## config.mk

```make
export PLATFORM = sky130hd
export DESIGN_NAME = mdm_loop_unit
export DESIGN_NICKNAME = d
export VERILOG_FILES = /design/src/rtl/mdm_pkg.sv /design/src/rtl/mdm_in_sync.sv /design/src/rtl/mdm_ctl_reg.sv /design/src/rtl/mdm_status.sv /design/src/rtl/mdm_loop_unit.sv
export SDC_FILE = /design/constraint.sdc
export NUM_CORES = 1
export LEC_CHECK = 0
export BUFFER_PORTS_ARGS = -buffer_cell sky130_fd_sc_hd__buf_2
export CAP_MARGIN = 20
export CORE_ASPECT_RATIO = 1.2
export CORE_MARGIN = 10
export CORE_UTILIZATION = 44
export DETAILED_ROUTE_END_ITERATION = 6
export PLACE_DENSITY = 0.8
export SLEW_MARGIN = 5
export SYNTH_ARGS = -nofsm -noshare
export SYNTH_HDL_FRONTEND = slang
export SYNTH_SLANG_ARGS = --single-unit
export TNS_END_PERCENT = 30
```

## constraint.sdc

```tcl
create_clock -name clk -period 1.55 [get_ports clk]
set_clock_uncertainty 0.2 [all_clocks]
set_input_delay 0.0775 -clock clk [delete_from_list [all_inputs] [get_ports clk]]
set_output_delay 0.0775 -clock clk [all_outputs]
set_load 0.02 [all_outputs]
```

## src/rtl/mdm_pkg.sv

```systemverilog
package mdm_pkg;
  localparam int unsigned MCR_W      = 5;
  localparam int unsigned LINE_W     = 4;
  localparam int unsigned BIT_DTR    = 0;
  localparam int unsigned BIT_RTS    = 1;
  localparam int unsigned BIT_OUT1   = 2;
  localparam int unsigned BIT_OUT2   = 3;
  localparam int unsigned BIT_LOOP   = 4;

  // Order matches status bits 7..4 and change flags 3..0.
  typedef struct packed {
    logic dcd;
    logic ri;
    logic dsr;
    logic cts;
  } mdm_lines_t;
endpackage

```

## src/rtl/mdm_in_sync.sv

```systemverilog
module mdm_in_sync #(
  parameter int unsigned STAGES = 2,
  parameter int unsigned W      = 4
) (
  input  logic         clk,
  input  logic         rst_n,
  input  logic [W-1:0] d,
  output logic [W-1:0] q
);
  generate
    if (STAGES == 0) begin : g_bypass
      assign q = d;
    end else begin : g_chain
      logic [W-1:0] stg_q [STAGES];
      logic [W-1:0] stg_d [STAGES];

      always_comb begin
        stg_d[0] = d;
        for (int i = 1; i < STAGES; i++) begin
          stg_d[i] = stg_q[i-1];
        end
      end

      always_ff @(posedge clk or negedge rst_n) begin
        if (!rst_n) begin
          for (int i = 0; i < STAGES; i++) begin
            stg_q[i] <= '0;
          end
        end else begin
          for (int i = 0; i < STAGES; i++) begin
            stg_q[i] <= stg_d[i];
          end
        end
      end

      assign q = stg_q[STAGES-1];
    end
  endgenerate
endmodule

```

## src/rtl/mdm_ctl_reg.sv

```systemverilog
module mdm_ctl_reg
  import mdm_pkg::*;
(
  input  logic             clk,
  input  logic             rst_n,
  input  logic             wr_hit,
  input  logic [MCR_W-1:0] wval,
  output logic [MCR_W-1:0] mcr_q
);
  logic [MCR_W-1:0] mcr_d;
  logic             mcr_en;

  always_comb begin
    mcr_en = wr_hit;
    mcr_d  = wval;
  end

  always_ff @(posedge clk or negedge rst_n) begin
    if (!rst_n) begin
      mcr_q <= '0;
    end else if (mcr_en) begin
      mcr_q <= mcr_d;
    end
  end
endmodule

```

## src/rtl/mdm_status.sv

```systemverilog
module mdm_status
  import mdm_pkg::*;
(
  input  logic              clk,
  input  logic              rst_n,
  input  mdm_lines_t        src,
  input  logic              rd_hit,
  output mdm_lines_t        lines_q,
  output logic [LINE_W-1:0] delta_q
);
  mdm_lines_t        lines_d;
  logic [LINE_W-1:0] delta_d;
  logic [LINE_W-1:0] set_v;
  logic              lines_en;
  logic              delta_en;

  always_comb begin
    set_v[0] = src.cts ^ lines_q.cts;
    set_v[1] = src.dsr ^ lines_q.dsr;
    set_v[2] = lines_q.ri & ~src.ri;
    set_v[3] = src.dcd ^ lines_q.dcd;
    lines_en = (src != lines_q);
    lines_d  = src;
    delta_en = rd_hit | (|set_v);
    delta_d  = (rd_hit ? '0 : delta_q) | set_v;
  end

  always_ff @(posedge clk or negedge rst_n) begin
    if (!rst_n) begin
      lines_q <= '0;
    end else if (lines_en) begin
      lines_q <= lines_d;
    end
  end

  always_ff @(posedge clk or negedge rst_n) begin
    if (!rst_n) begin
      delta_q <= '0;
    end else if (delta_en) begin
      delta_q <= delta_d;
    end
  end
endmodule

```

## src/rtl/mdm_loop_unit.sv

```systemverilog
module mdm_loop_unit
  import mdm_pkg::*;
#(
  parameter int unsigned ADDR_W      = 3,
  parameter int unsigned DATA_W      = 8,
  parameter int unsigned SYNC_STAGES = 2,
  parameter int unsigned MCR_ADDR    = 4,
  parameter int unsigned MSR_ADDR    = 6
) (
  input  logic              clk,
  input  logic              rst_n,
  input  logic              wr_en,
  input  logic              rd_en,
  input  logic [ADDR_W-1:0] addr,
  input  logic [DATA_W-1:0] wdata,
  output logic [DATA_W-1:0] rdata,
  input  logic              msi_en,
  input  logic              ext_cts,
  input  logic              ext_dsr,
  input  logic              ext_ri,
  input  logic              ext_dcd,
  output logic [MCR_W-1:0]  ctl_out,
  output logic              msi_req
);
  localparam int unsigned MSR_W = 2 * LINE_W;
  localparam logic [ADDR_W-1:0] A_MCR = ADDR_W'(MCR_ADDR);
  localparam logic [ADDR_W-1:0] A_MSR = ADDR_W'(MSR_ADDR);

  logic              hit_mcr;
  logic              hit_msr;
  logic              wr_mcr;
  logic              rd_msr;
  logic [MCR_W-1:0]  mcr_q;
  mdm_lines_t        ext_raw;
  mdm_lines_t        ext_syn;
  mdm_lines_t        loop_src;
  mdm_lines_t        sel_src;
  mdm_lines_t        msr_lines;
  logic [LINE_W-1:0] msr_delta;
  logic [DATA_W-1:0] rdata_d;
  logic              unused_wdata;

  assign unused_wdata = ^wdata[DATA_W-1:MCR_W];

  always_comb begin
    hit_mcr = (addr == A_MCR);
    hit_msr = (addr == A_MSR);
    wr_mcr  = wr_en & hit_mcr;
    rd_msr  = rd_en & hit_msr;
  end

  mdm_ctl_reg u_ctl (
    .clk    (clk),
    .rst_n  (rst_n),
    .wr_hit (wr_mcr),
    .wval   (wdata[MCR_W-1:0]),
    .mcr_q  (mcr_q)
  );

  always_comb begin
    ext_raw.cts = ext_cts;
    ext_raw.dsr = ext_dsr;
    ext_raw.ri  = ext_ri;
    ext_raw.dcd = ext_dcd;
  end

  mdm_in_sync #(
    .STAGES (SYNC_STAGES),
    .W      (LINE_W)
  ) u_sync (
    .clk   (clk),
    .rst_n (rst_n),
    .d     (ext_raw),
    .q     (ext_syn)
  );

  always_comb begin
    loop_src.cts = mcr_q[BIT_RTS];
    loop_src.dsr = mcr_q[BIT_DTR];
    loop_src.ri  = mcr_q[BIT_OUT1];
    loop_src.dcd = mcr_q[BIT_OUT2];
    sel_src      = mcr_q[BIT_LOOP] ? loop_src : ext_syn;
  end

  mdm_status u_stat (
    .clk     (clk),
    .rst_n   (rst_n),
    .src     (sel_src),
    .rd_hit  (rd_msr),
    .lines_q (msr_lines),
    .delta_q (msr_delta)
  );

  always_comb begin
    rdata_d = '0;
    if (hit_mcr) begin
      rdata_d[MCR_W-1:0] = mcr_q;
    end else if (hit_msr) begin
      rdata_d[MSR_W-1:0] = {msr_lines, msr_delta};
    end
  end

  always_ff @(posedge clk or negedge rst_n) begin
    if (!rst_n) begin
      rdata <= '0;
    end else if (rd_en) begin
      rdata <= rdata_d;
    end
  end

  assign ctl_out = mcr_q;
  assign msi_req = msi_en & (|msr_delta);
endmodule

```

==> out/summary.md <==
Route
• **total wirelength of the detailed-routed design** 2.29 mm
• **wire per inst** 13.9 um
• **DRC violations left** 0
• **via-per-instance ratio** 4.85
• **DRC marker count from the first detailed-route iteration** 47
• **number of nets with antenna violations after detailed routing** 0
• **total via count after detailed routing** 801
• **number of search-and-repair iterations in the first detailed-routing pass** 4

Place
• **weighted congestion at the end of routability-driven global placement** 0.796
• **Post-Place Cell Area** 1320 um2
• **dpl ws** -0.0221 ns
• **count of port buffers added during placement** 30
• **half-perimeter wire length of the detailed placement result** 1.68 mm

GRT
• **GR Util All Layers** 10.5%
• **GR Overflow Total** 0
• **maximum number of pins on one net before global-route repair** 30
• **number of global-route vias before repair** 894
• **antenna violations before repair** 0
• **global-route wire length before repair** 3.94 mm

Floorplan
• **Die Area** 5020 um2
• **IO Count** 34
• **vertical die dimension** 75.6 um
• **cell row count** 20
• **initial cell density of the core** 45.3%
• **Std-Cell Core Area** 2500 um2
• **overall die width** 66.4 um

STA
• **final setup violating endpoints** 2
• **RSZ-0062 raised after global routing** true
• **setup slack of the critical path after layout** -0.0203 ns
• **slew of the pin with the lowest slew margin** 0.616 ns
• **count of final hold-check violations** 0
• **Max-slew headroom** 58.9%
• **ratio of final minimum period to clock period** 101%
• **Final Max Slew Viols** 0
• **FMAX** 637 MHz
• **min Tclk post-route** 1.57 ns

Synthesis
• **post-synth top area cell** dfrtp_1
• **total nets after synthesis** 101
• **synthesized area per cell** 14.2 um2
• **sequential-to-total area share from yosys stat** 63.9%
• **Cells after Synth** 80
• **most area-consuming cells after synthesis** dfrtp_1, a221o_1, xnor2_2, mux2_2, mux2_4
• **Yosys reg bits** 29
• **area of the mapped netlist** 1130 um2
• **count of synthesis-stage warnings from yosys** 0
• **library cells used by synthesis** 22
• **top cell type's share of synthesized area** 63.9%

Outcome
• **run status** finished, violations left
• **violated checks** negative setup slack

Final layout
• **antenna cells** 0
• **leading cell type in the layout, fill and taps excluded** buf_2
• **Post-Layout Inst Area** 1530 um2
• **area grow syn2layout** 34.8%
• **most frequent cells in the layout** buf_2, dfrtp_1, dlygate4sd3_1
• **post-layout net count** 152
• **layout cell share with drive strength beyond 1** 39.4%

Clocking
• **Clock Pin Slew Worst Setup and Hold Paths** 0.08 ns
• **TritonCTS clock tree** yes
• **cell at the root of the clock tree** clkbuf_4
• **total CTS buffers** 5
• **clock latency on the worst-skew pair** 0.32 ns
• **clock tree sinks** 29
• **deepest level of the CTS H-tree** 2
• **clk buf depth** 2

Worst setup path
• **register-to-register path setup slack** -0.01 ns
• **critical path fanouts, max** 2
• **reg-to-reg critical path endpoint** u_stat.lines_q[2]$_DFFE_PN0P_
• **type of element launching the critical path** register
• **cells on worst reg2reg path** 4
• **kind of end point of the critical path** primary output
• **required time reported for the critical path endpoint** 1.27 ns
• **classification of the worst setup path** register to primary output
• **worst reg2reg startpoint** u_ctl.mcr_q[4]$_DFFE_PN0P_
• **arrival time worst endpoint** 1.29 ns

Power
• **overall power** 1820 uW
• **Max IR drop VDD** 0.813 mV
• **cell area power density** 1190 nW/um2
• **leakage dissipation** 0.000764 uW

Min path
• **worst hold path type** input port to asynchronous set/reset pin

Flow run
• **Max-cap violations** 0

==> stage by stage <==
step	TNS, ns	hold WS, ns	util (%)	instances
final	-0.0293	0.102	61.2	165
after CTS	-0.0441	0.113	61.2	165
after detailed placement	-0.0221	-0.0741	52.7	141
after global placement	0	-0.0841	52.7	141
after floorplan	-0.0398	-0.418	-	80
after global routing	-0.183	0.146	61.2	165
==> cell families (layout without fill, tap and decap cells) <==
logic type	count (synthesis)	after routing	synth area share [%]
AO/OA/AOI/OAI	10	10	7.50
XOR/XNOR	3	3	4.30
adder cells (fa/ha/maj)	1	1	1.10
buffers and inverters	8	60	3.42
flip-flops	29	29	63.9
multiplexers	10	10	10.7
AND/OR/NAND/NOR	19	19	9.04
==> worst max-delay path by stage <==
stage                                    end  slack (ns)                     startpoint
6_report                             msi_req       -0.02  u_stat.delta_q[2]$_DFFE_PN0P_
5_1_grt        u_stat.lines_q[2]$_DFFE_PN0P_       -0.11     u_ctl.mcr_q[4]$_DFFE_PN0P_
4_1_cts                              msi_req       -0.03  u_stat.delta_q[2]$_DFFE_PN0P_
3_5_place_dp   u_stat.lines_q[2]$_DFFE_PN0P_       -0.02     u_ctl.mcr_q[4]$_DFFE_PN0P_
3_3_place_gp   u_stat.lines_q[2]$_DFFE_PN0P_        0.02     u_ctl.mcr_q[4]$_DFFE_PN0P_
2_1_floorplan  u_stat.lines_q[2]$_DFFE_PN0P_       -0.04     u_ctl.mcr_q[4]$_DFFE_PN0P_
==> worst max-delay path, stage by stage (launching register included) <==
cell     delay [ns]
dfrtp_1        0.38
o41a_1         0.44
buf_6          0.15
==> report_power, final <==
part           switching [uW]  total [uW]  leakage, uW  internal [uW]
Combinational             215         467     0.000393            252
Sequential               80.3         939     0.000345            858
Clock                     234         414    0.0000265            180
==> layout make-up <==
class,instances,area (um2)
clock buffers,8,48.8
fillers,203,972
inverters,4,15.0
multi-input cells,43,374
flip-flops and latches,29,727
well taps,33,41.3
repair buffers,48,324
==> registers in the layout, summed over array words and instances, names as in the netlist <==
| name | flops |
|---|---|
| u_stat.delta_q | 4 |
| u_sync.g_chain.stg_d | 4 |
| u_stat.lines_q | 4 |
| rdata | 8 |
| u_sync.q | 4 |
| u_ctl.mcr_q | 5 |
==> layer usage <==
metal / GRT usage [%] / vias up / part of all wire [%]
li1: - / 379 / -
met3: 6.62 / 6 / 12
met1: 11.0 / 380 / 42
met2: 16.3 / 36 / 44
met5: 0 / - / 0
met4: 4.90 / 0 / 2.1
==> repair_timing <==
item | 4_1_cts | 5_1_grt
gates resized for setup | 3 | 0
pin swaps | 0 | 1
hold buffers | 13 | 0
setup buffers | 3 | 0
hold endpoints to repair | 47 | 0
endpoints found under the setup margin | 2 | 2
==> synth_stat cells <==
cell type / n
mux2_1: 1
a21o_1: 1
mux2_2: 4
and3b_1: 2
o41a_1: 1
a221o_1: 5
inv_1: 4
ha_1: 1
buf_6: 1
dfrtp_1: 29
and3_1: 1
mux2i_1: 2
nand3_1: 1
nor2b_1: 6
o21ai_0: 2
nand4_1: 1
buf_2: 1
o22ai_1: 1
clkbuf_1: 2
nand2_1: 8
mux2_4: 3
xnor2_2: 3
(Power assumes the default switching activity.)
